`src/rtl/acr_pkg.sv`:
```
package acr_pkg;
  localparam int unsigned ACR_AW = 12;
  localparam int unsigned ACR_DW = 32;
  localparam int unsigned ACR_SW = ACR_DW / 8;

  localparam logic [ACR_AW-1:0] REG_CORE_RST  = 12'h004;
  localparam logic [ACR_AW-1:0] REG_DONE_STAT = 12'h608;
  localparam logic [3:0]        FIRST_PAGE    = 4'h2;
  localparam logic [7:0]        OFF_INSTR     = 8'h0C;
  localparam logic [7:0]        OFF_START     = 8'h20;
  localparam logic [7:0]        OFF_BASE      = 8'h24;

  typedef struct packed {
    logic              fire;
    logic [ACR_AW-1:0] addr;
    logic [ACR_DW-1:0] data;
    logic [ACR_SW-1:0] strb;
  } acr_wr_t;

  function automatic logic [ACR_DW-1:0] lane_merge(input logic [ACR_DW-1:0] cur,
                                                   input logic [ACR_DW-1:0] nxt,
                                                   input logic [ACR_SW-1:0] strb);
    logic [ACR_DW-1:0] res;
    for (int b = 0; b < int'(ACR_SW); b++) begin
      res[b*8 +: 8] = strb[b] ? nxt[b*8 +: 8] : cur[b*8 +: 8];
    end
    return res;
  endfunction

  function automatic logic [ACR_AW-1:0] word_of(input logic [ACR_AW-1:0] a);
    return {a[ACR_AW-1:2], 2'b00};
  endfunction
endpackage

```
`src/rtl/acr_rst_sync.sv`:
```
module acr_rst_sync (
  input  logic clk,
  input  logic arst_n,
  output logic srst_n
);
  logic [1:0] sync_q;

  always_ff @(posedge clk or negedge arst_n) begin
    if (!arst_n) sync_q <= 2'b00;
    else         sync_q <= {sync_q[0], 1'b1};
  end

  assign srst_n = sync_q[1];
endmodule

```
`src/rtl/acr_axil_port.sv`:
```
module acr_axil_port
  import acr_pkg::*;
(
  input  logic              clk,
  input  logic              rst_n,
  input  logic [ACR_AW-1:0] awaddr,
  input  logic              awvalid,
  output logic              awready,
  input  logic [ACR_DW-1:0] wdata,
  input  logic [ACR_SW-1:0] wstrb,
  input  logic              wvalid,
  output logic              wready,
  output logic [1:0]        bresp,
  output logic              bvalid,
  input  logic              bready,
  input  logic [ACR_AW-1:0] araddr,
  input  logic              arvalid,
  output logic              arready,
  output logic [ACR_DW-1:0] rdata,
  output logic [1:0]        rresp,
  output logic              rvalid,
  input  logic              rready,
  output acr_wr_t           wr,
  output logic [ACR_AW-1:0] rd_addr,
  input  logic [ACR_DW-1:0] rd_data
);
  logic              bvalid_q, bvalid_d;
  logic              rvalid_q, rvalid_d;
  logic [ACR_DW-1:0] rdata_q, rdata_d;
  logic              wr_fire, rd_fire;

  // address and data are taken together, one response at a time
  assign wr_fire = awvalid && wvalid && !bvalid_q;
  assign awready = wr_fire;
  assign wready  = wr_fire;
  assign arready = !rvalid_q;
  assign rd_fire = arvalid && !rvalid_q;

  assign wr.fire = wr_fire;
  assign wr.addr = awaddr;
  assign wr.data = wdata;
  assign wr.strb = wstrb;
  assign rd_addr = araddr;

  always_comb begin
    bvalid_d = bvalid_q;
    rvalid_d = rvalid_q;
    rdata_d  = rdata_q;
    if (wr_fire)     bvalid_d = 1'b1;
    else if (bready) bvalid_d = 1'b0;
    if (rd_fire) begin
      rvalid_d = 1'b1;
      rdata_d  = rd_data;
    end else if (rready) begin
      rvalid_d = 1'b0;
    end
  end

  always_ff @(posedge clk or negedge rst_n) begin
    if (!rst_n) begin
      bvalid_q <= 1'b0;
      rvalid_q <= 1'b0;
      rdata_q  <= '0;
    end else begin
      bvalid_q <= bvalid_d;
      rvalid_q <= rvalid_d;
      rdata_q  <= rdata_d;
    end
  end

  assign bvalid = bvalid_q;
  assign rvalid = rvalid_q;
  assign rdata  = rdata_q;
  assign bresp  = 2'b00;
  assign rresp  = 2'b00;

  AST_WR_RESP_NEXT: assert property (@(posedge clk) disable iff (!rst_n)
    awvalid && awready |=> bvalid);
  AST_RD_RESP_NEXT: assert property (@(posedge clk) disable iff (!rst_n)
    arvalid && arready |=> rvalid);
  AST_B_HOLD: assert property (@(posedge clk) disable iff (!rst_n)
    bvalid && !bready |=> bvalid && !awready);
endmodule

```
`src/rtl/acr_core_bank.sv`:
```
module acr_core_bank
  import acr_pkg::*;
#(
  parameter int unsigned CORE_ID = 0,
  parameter int unsigned BASE_N  = 8,
  parameter int unsigned HI_W    = 8
) (
  input  logic                          clk,
  input  logic                          rst_n,
  input  acr_wr_t                       wr,
  input  logic [ACR_AW-1:0]             rd_addr,
  output logic [ACR_DW-1:0]             rd_data,
  input  logic                          done,
  output logic                          start,
  output logic [ACR_DW-1:0]             instr_addr,
  output logic [BASE_N*(ACR_DW+HI_W)-1:0] base_addr,
  output logic                          stat
);
  localparam int unsigned BASE_W  = ACR_DW + HI_W;
  localparam logic [3:0]  PAGE    = FIRST_PAGE + 4'(CORE_ID);
  localparam logic [7:0]  BASE_HI = OFF_BASE + 8'(8 * BASE_N);

  logic              start_q, start_d;
  logic              stat_q, stat_d;
  logic [ACR_DW-1:0] instr_q, instr_d;
  logic [ACR_DW-1:0] lo_q [BASE_N];
  logic [ACR_DW-1:0] lo_d [BASE_N];
  logic [HI_W-1:0]   hi_q [BASE_N];
  logic [HI_W-1:0]   hi_d [BASE_N];

  logic       wr_pg, wr_base, start_wr;
  logic [7:0] wr_off, wr_rel;
  logic       rd_pg, rd_base;
  logic [7:0] rd_off, rd_rel;

  assign wr_pg    = wr.fire && (wr.addr[11:8] == PAGE);
  assign wr_off   = {wr.addr[7:2], 2'b00};
  assign wr_rel   = wr_off - OFF_BASE;
  assign wr_base  = wr_pg && (wr_off >= OFF_BASE) && (wr_off < BASE_HI);
  assign start_wr = wr_pg && (wr_off == OFF_START) && wr.strb[0];

  always_comb begin
    start_d = start_q;
    stat_d  = stat_q;
    instr_d = instr_q;
    lo_d    = lo_q;
    hi_d    = hi_q;
    if (wr_pg && (wr_off == OFF_INSTR)) instr_d = lane_merge(instr_q, wr.data, wr.strb);
    if (start_wr) begin
      start_d = wr.data[0];
      stat_d  = 1'b0;
    end
    for (int k = 0; k < int'(BASE_N); k++) begin
      if (wr_base && (wr_rel[7:3] == 5'(k))) begin
        if (wr_rel[2]) begin
          if (wr.strb[0]) hi_d[k] = wr.data[HI_W-1:0];
        end else begin
          lo_d[k] = lane_merge(lo_q[k], wr.data, wr.strb);
        end
      end
    end
    if (done) stat_d = 1'b1;
  end

  always_ff @(posedge clk or negedge rst_n) begin
    if (!rst_n) begin
      start_q <= 1'b0;
      stat_q  <= 1'b0;
      instr_q <= '0;
      for (int k = 0; k < int'(BASE_N); k++) begin
        lo_q[k] <= '0;
        hi_q[k] <= '0;
      end
    end else begin
      start_q <= start_d;
      stat_q  <= stat_d;
      instr_q <= instr_d;
      lo_q    <= lo_d;
      hi_q    <= hi_d;
    end
  end

  assign rd_pg   = rd_addr[11:8] == PAGE;
  assign rd_off  = {rd_addr[7:2], 2'b00};
  assign rd_rel  = rd_off - OFF_BASE;
  assign rd_base = rd_pg && (rd_off >= OFF_BASE) && (rd_off < BASE_HI);

  always_comb begin
    rd_data = '0;
    if (rd_pg && (rd_off == OFF_INSTR)) rd_data = instr_q;
    if (rd_pg && (rd_off == OFF_START)) rd_data = ACR_DW'(start_q);
    for (int k = 0; k < int'(BASE_N); k++) begin
      if (rd_base && (rd_rel[7:3] == 5'(k))) begin
        rd_data = rd_rel[2] ? ACR_DW'(hi_q[k]) : lo_q[k];
      end
    end
  end

  for (genvar k = 0; k < int'(BASE_N); k++) begin : g_base
    assign base_addr[k*BASE_W +: BASE_W] = {hi_q[k], lo_q[k]};
  end

  assign start      = start_q;
  assign stat       = stat_q;
  assign instr_addr = instr_q;

  AST_DONE_SETS: assert property (@(posedge clk) disable iff (!rst_n)
    done |=> stat);
  AST_STAT_STICKY: assert property (@(posedge clk) disable iff (!rst_n)
    stat && !start_wr |=> stat);
  AST_START_CLEARS: assert property (@(posedge clk) disable iff (!rst_n)
    start_wr && !done |=> !stat);
  AST_START_LOADS: assert property (@(posedge clk) disable iff (!rst_n)
    start_wr |=> start == $past(wr.data[0]));
endmodule

```
`src/rtl/accel_ctrl_regs.sv`:
```
module accel_ctrl_regs
  import acr_pkg::*;
#(
  parameter int unsigned NUM_CORES = 3,
  parameter int unsigned BASE_N    = 8,
  parameter int unsigned HI_W      = 8
) (
  input  logic                                    aclk,
  input  logic                                    aresetn,
  input  logic [11:0]                             s_awaddr,
  input  logic                                    s_awvalid,
  output logic                                    s_awready,
  input  logic [31:0]                             s_wdata,
  input  logic [3:0]                              s_wstrb,
  input  logic                                    s_wvalid,
  output logic                                    s_wready,
  output logic [1:0]                              s_bresp,
  output logic                                    s_bvalid,
  input  logic                                    s_bready,
  input  logic [11:0]                             s_araddr,
  input  logic                                    s_arvalid,
  output logic                                    s_arready,
  output logic [31:0]                             s_rdata,
  output logic [1:0]                              s_rresp,
  output logic                                    s_rvalid,
  input  logic                                    s_rready,
  output logic [NUM_CORES-1:0]                    core_rst,
  output logic [NUM_CORES-1:0]                    core_start,
  output logic [NUM_CORES*32-1:0]                 core_instr_addr,
  output logic [NUM_CORES*BASE_N*(32+HI_W)-1:0]   core_base_addr,
  input  logic [NUM_CORES-1:0]                    core_done,
  output logic [NUM_CORES-1:0]                    core_irq
);
  localparam int unsigned BASE_W    = ACR_DW + HI_W;
  localparam int unsigned BANK_BITS = BASE_N * BASE_W;

  logic              rst_n;
  acr_wr_t           wr;
  logic [ACR_AW-1:0] rd_addr;
  logic [ACR_DW-1:0] rd_data;
  logic [ACR_DW-1:0] bank_rd [NUM_CORES];
  logic [NUM_CORES-1:0] stat_vec;
  logic [NUM_CORES-1:0] rst_q, rst_d;
  logic [ACR_DW-1:0]    rst_merged;
  logic                 rst_wr;

  acr_rst_sync u_rst (.clk(aclk), .arst_n(aresetn), .srst_n(rst_n));

  acr_axil_port u_port (
    .clk(aclk), .rst_n(rst_n),
    .awaddr(s_awaddr), .awvalid(s_awvalid), .awready(s_awready),
    .wdata(s_wdata), .wstrb(s_wstrb), .wvalid(s_wvalid), .wready(s_wready),
    .bresp(s_bresp), .bvalid(s_bvalid), .bready(s_bready),
    .araddr(s_araddr), .arvalid(s_arvalid), .arready(s_arready),
    .rdata(s_rdata), .rresp(s_rresp), .rvalid(s_rvalid), .rready(s_rready),
    .wr(wr), .rd_addr(rd_addr), .rd_data(rd_data)
  );

  for (genvar c = 0; c < int'(NUM_CORES); c++) begin : g_core
    acr_core_bank #(.CORE_ID(c), .BASE_N(BASE_N), .HI_W(HI_W)) u_bank (
      .clk(aclk), .rst_n(rst_n), .wr(wr),
      .rd_addr(rd_addr), .rd_data(bank_rd[c]),
      .done(core_done[c]), .start(core_start[c]),
      .instr_addr(core_instr_addr[c*32 +: 32]),
      .base_addr(core_base_addr[c*BANK_BITS +: BANK_BITS]),
      .stat(stat_vec[c])
    );

    AST_IRQ_CAUSE: assert property (@(posedge aclk) disable iff (!rst_n)
      !core_irq[c] ##1 core_irq[c] |-> $past(core_done[c]));
  end

  // per-core reset word; bits above the core count are never stored
  assign rst_wr     = wr.fire && (word_of(wr.addr) == REG_CORE_RST);
  assign rst_merged = lane_merge(ACR_DW'(rst_q), wr.data, wr.strb);

  always_comb begin
    rst_d = rst_q;
    if (rst_wr) rst_d = rst_merged[NUM_CORES-1:0];
  end

  always_ff @(posedge aclk or negedge rst_n) begin
    if (!rst_n) rst_q <= '0;
    else        rst_q <= rst_d;
  end

  always_comb begin
    rd_data = '0;
    if (word_of(rd_addr) == REG_CORE_RST)  rd_data = ACR_DW'(rst_q);
    if (word_of(rd_addr) == REG_DONE_STAT) rd_data = ACR_DW'(stat_vec);
    for (int c = 0; c < int'(NUM_CORES); c++) rd_data = rd_data | bank_rd[c];
  end

  assign core_rst = rst_q;
  assign core_irq = stat_vec;

  AST_RST_KEEP: assert property (@(posedge aclk) disable iff (!rst_n)
    !rst_wr |=> $stable(core_rst));
  AST_STAT_NO_SET: assert property (@(posedge aclk) disable iff (!rst_n)
    core_done == '0 |=> (core_irq & ~$past(core_irq)) == '0);
endmodule

```
`config.mk`:
```
export PLATFORM = sky130hd
export DESIGN_NAME = accel_ctrl_regs
export DESIGN_NICKNAME = d
export VERILOG_FILES = /design/src/rtl/acr_pkg.sv /design/src/rtl/acr_rst_sync.sv /design/src/rtl/acr_axil_port.sv /design/src/rtl/acr_core_bank.sv /design/src/rtl/accel_ctrl_regs.sv
export SDC_FILE = /design/constraint.sdc
export NUM_CORES = 2
export LEC_CHECK = 0
export ABC_CLOCK_PERIOD_IN_PS = 58100
export BUFFER_PORTS_ARGS = -buffer_cell sky130_fd_sc_hd__buf_2
export CAP_MARGIN = 20
export CORE_AREA = 5 5 449 451
export CTS_BUF_LIST = sky130_fd_sc_hd__clkbuf_16
export CTS_CLUSTER_DIAMETER = 30
export CTS_CLUSTER_SIZE = 28
export DETAILED_ROUTE_END_ITERATION = 12
export DIE_AREA = 0 0 454 456
export SETUP_SLACK_MARGIN = 0.2
export SYNTH_ARGS = -nofsm -noshare
export SYNTH_HDL_FRONTEND = slang
export SYNTH_SLANG_ARGS = --single-unit
```
`constraint.sdc`:
```
create_clock -name aclk -period 58.1 [get_ports aclk]
set_input_delay 11.62 -clock aclk [delete_from_list [all_inputs] [get_ports aclk]]
set_output_delay 11.62 -clock aclk [all_outputs]
set_load 0.02 [all_outputs]
```
==> impl_results.md <==
- Syn avg cell area: 12.63 um2
- Post-synth ARST share: 100.0%
- CTS sink count: 1101
- Largest net degree at the start of global routing: 144
- Critical Path AT: 12.09 ns
- CTS clock-pin slew for the worst setup and hold paths: 0.04 ns
- Area growth from synthesis to layout: 37.86%
- Mapped cell area: 51130 um2
- Filler instances: 19357
- CTS tree: yes
- Pwr Density: 35.87 nW/um2
- Die ar.: 207000 um2
- H-tree depth: 5
- Global-route wire length before repair: 451400 um
- Final Cell Area: 70490 um2
- Clk Latency, worst-skew pair: 0.96 ns
- Die Ht: 456 um
- Top_reg_cell synth: dfrtp_1
- RSZ-0062 raised after global routing: false
- Tcrit/Tclk final: 40.80%
- Total wire length: 349500 um
- Max VDD drop: 0.02794 mV
- Hold buffers post-CTS: 0
- Register area share after synthesis: 53.88%
- R2R cell count: 8
- Max-cap violations: 0
- Count of nets after finishing: 5476
- Fraction of layout cells with a size suffix above 1: 52.43%
- Overall routing resource usage: 32.50%
- # IOs: 1176
- Worst setup path category: in2out
- Resize count post-CTS: 0
- HPWL after DPL: 264500 um
- Hold WC Path Type: reg2async
- Post-synth top area share: 53.88%
- Synth warn: 0
- Vias per std cell: 5.660
- Crit Path Max Fanout: 4
- Slew margin rel.: 7.565%
- FF+latch area: 27560 um2
- Inst Count DP: 7717
- Initial Util: 25.98%
- Core area: 196800 um2
- Pleak: 37.03 nW
- TritonCTS buffer count: 311
- Cell variety after synth: 86
- Finished Core Util: 35.82%
- Critical Path Source Type: input pin
- Place WS: 34.40 ns
- Row Count: 163
- DP Area: 60560 um2
- Final Max Tran Viols: 0
- GRT Residual Overflow: 0
- Status: completed
- Post-Layout Cell Count: 8282
- Clock Skews: 0.1091 ns
- Post-synth EDFFs: 0
- Clock period minus final worst setup slack: 23.71 ns
- Yosys top cell by area: dfrtp_1
- Vias in the first global route: 45882
- Routed WL per cell: 42.20 um
- Root Driver: clkbuf_16
- Initial drt markers: 6429
- Final antenna-violating net count: 0
- Slew @ Worst Pin: 1.375 ns
- Final hold violations: 0
- Vias: 46880
- Fmax achieved: 0.04218 GHz
- Setup bufs post-CTS: 0
- Setup TNS: 0 ns
- Die Wd: 454 um
- IO buf count: 1167
- #FFs+latches synth: 1101
- Final setup violation count: 0
- Drt first pass iters: 6
- CP Data Required Time: 46.48 ns
- RD Place Congestion: 0.9476
- Initial antenna violation count: 43
- Final Worst Setup Slack: 34.39 ns
- Cells after Synth: 4050
- Area occupied by multi-input gates: 22600 um2
- Synth area leaders: dfrtp_1, mux2_2, mux2i_1
- Max Root-Sink Buffers: 4
- # DRC: 0
- Crit path capture type: primary output
==> through the flow <==
step	hold slack [ns]	total power [mW]
2_1_floorplan	0.3312	0.8554
3_3_place_gp	0.3377	0.9227
3_5_place_dp	0.3371	0.9234
4_1_cts	0.3463	2.534
5_1_grt	0.3596	2.587
6_report	0.3433	2.529
==> synthesized netlist by cell type, drive strengths merged, types with 7 or more instances <==
cell type	number
a211o	10
a211oi	35
a21oi	187
a221o	48
a221oi	81
a222oi	24
a22o	22
a22oi	50
a311oi	8
a31oi	25
a32oi	11
and3	7
buf	119
clkbuf	176
dfrtp	1101
ha	8
inv	15
mux2	1101
mux2i	140
mux4	8
nand2	294
nand2b	12
nand3	68
nand4	17
nor2	145
nor2b	9
nor3	55
nor4	14
o211ai	19
o21ai	81
o221ai	10
o22ai	31
o31ai	11
or3	8
or4	15
==> per-layer routing <==
layer	up-vias	global-route usage (%)	part of all wire [%]
li1	17990	-	-
met1	24548	38.67	37
met2	3419	46.75	42
met3	895	14.90	13
met4	28	21.74	8.1
met5	-	0	0.055
==> cell type report <==
cell class,instances,area share (%)
clock buffers,313,11.11
inverters,16,0.08520
repair buffers,1327,10.14
diodes,15,0.05325
multi-input cells,2641,32.05
flip-flops and latches,1101,39.09
clock inverters,229,2.778
well taps,2640,4.686
==> path summary, 6_finish.rpt <==
kind                                            from  slack [ns]                                          end
max in group asynchronous                    aresetn       47.50                    u_rst.sync_q[1]$_DFF_PN0_
hold / removal             u_rst.sync_q[1]$_DFF_PN0_        0.34  g_core[1].u_bank.instr_addr[14]$_DFFE_PN0P_
hold reg to reg            u_rst.sync_q[1]$_DFF_PN0_        0.34  g_core[1].u_bank.instr_addr[14]$_DFFE_PN0P_
min in group aclk          u_rst.sync_q[0]$_DFF_PN0_        0.35                    u_rst.sync_q[1]$_DFF_PN0_
setup / recovery                           s_awvalid       34.39                                    s_awready
setup reg to reg           u_port.bvalid$_DFFE_PN0P_       53.49   g_core[2].u_bank.base_addr[26]$_DFFE_PN0P_
==> power breakdown <==
part | internal (mW) | switching [mW] | total (mW)
registers | 0.776 | 0.00570 | 0.782
logic | 0.0262 | 0.108 | 0.135
clock network | 1.11 | 0.507 | 1.61
total | 1.91 | 0.621 | 2.53
==> worst max-delay path, cell delays in order <==
cell and delay, ns:
buf_2 0.08, nand3_1 0.13, inv_1 0.10, buf_2 0.16
==> logic make-up (layout without fill, tap and decap cells) <==
group                      after synthesis  in the layout  share of synthesized area [%]
AOI/OAI and AO/OA                      699            699                          9.756
xor gates and xnor gates                 8              8                         0.1370
adders and majority gates                8              8                         0.1958
buffers and inverters                  311           1885                          2.520
DFF                                   1101           1101                          53.88
muxes                                 1249           1249                          27.34
other                                    2             20                        0.01469
and+or+nand+nor                        672            672                          6.156
==> flip-flops by register name (all words and copies together) (netlist names) <==
name and cells:
g_core.u_bank.base_addr 960, u_port.rdata 32, g_core.u_bank.stat 3, g_core.u_bank.start 3, u_rst.sync_q 2, core_rst 3, u_port.bvalid 1, g_core.u_bank.instr_addr 96
u_port.rvalid 1
==> cell usage in the layout (no fill, tap or decap), types with 67 or more instances in the layout <==
cell	instances
buf_2	1166
dfrtp_1	1100
mux2_2	1095
clkbuf_16	313
nand2_1	292
a21oi_1	186
buf_4	149
mux2i_1	140
nor2_1	121
o21ai_0	81
a221oi_1	81
nand3_1	67
No activity file was read; power rests on OpenSTA's default activity.
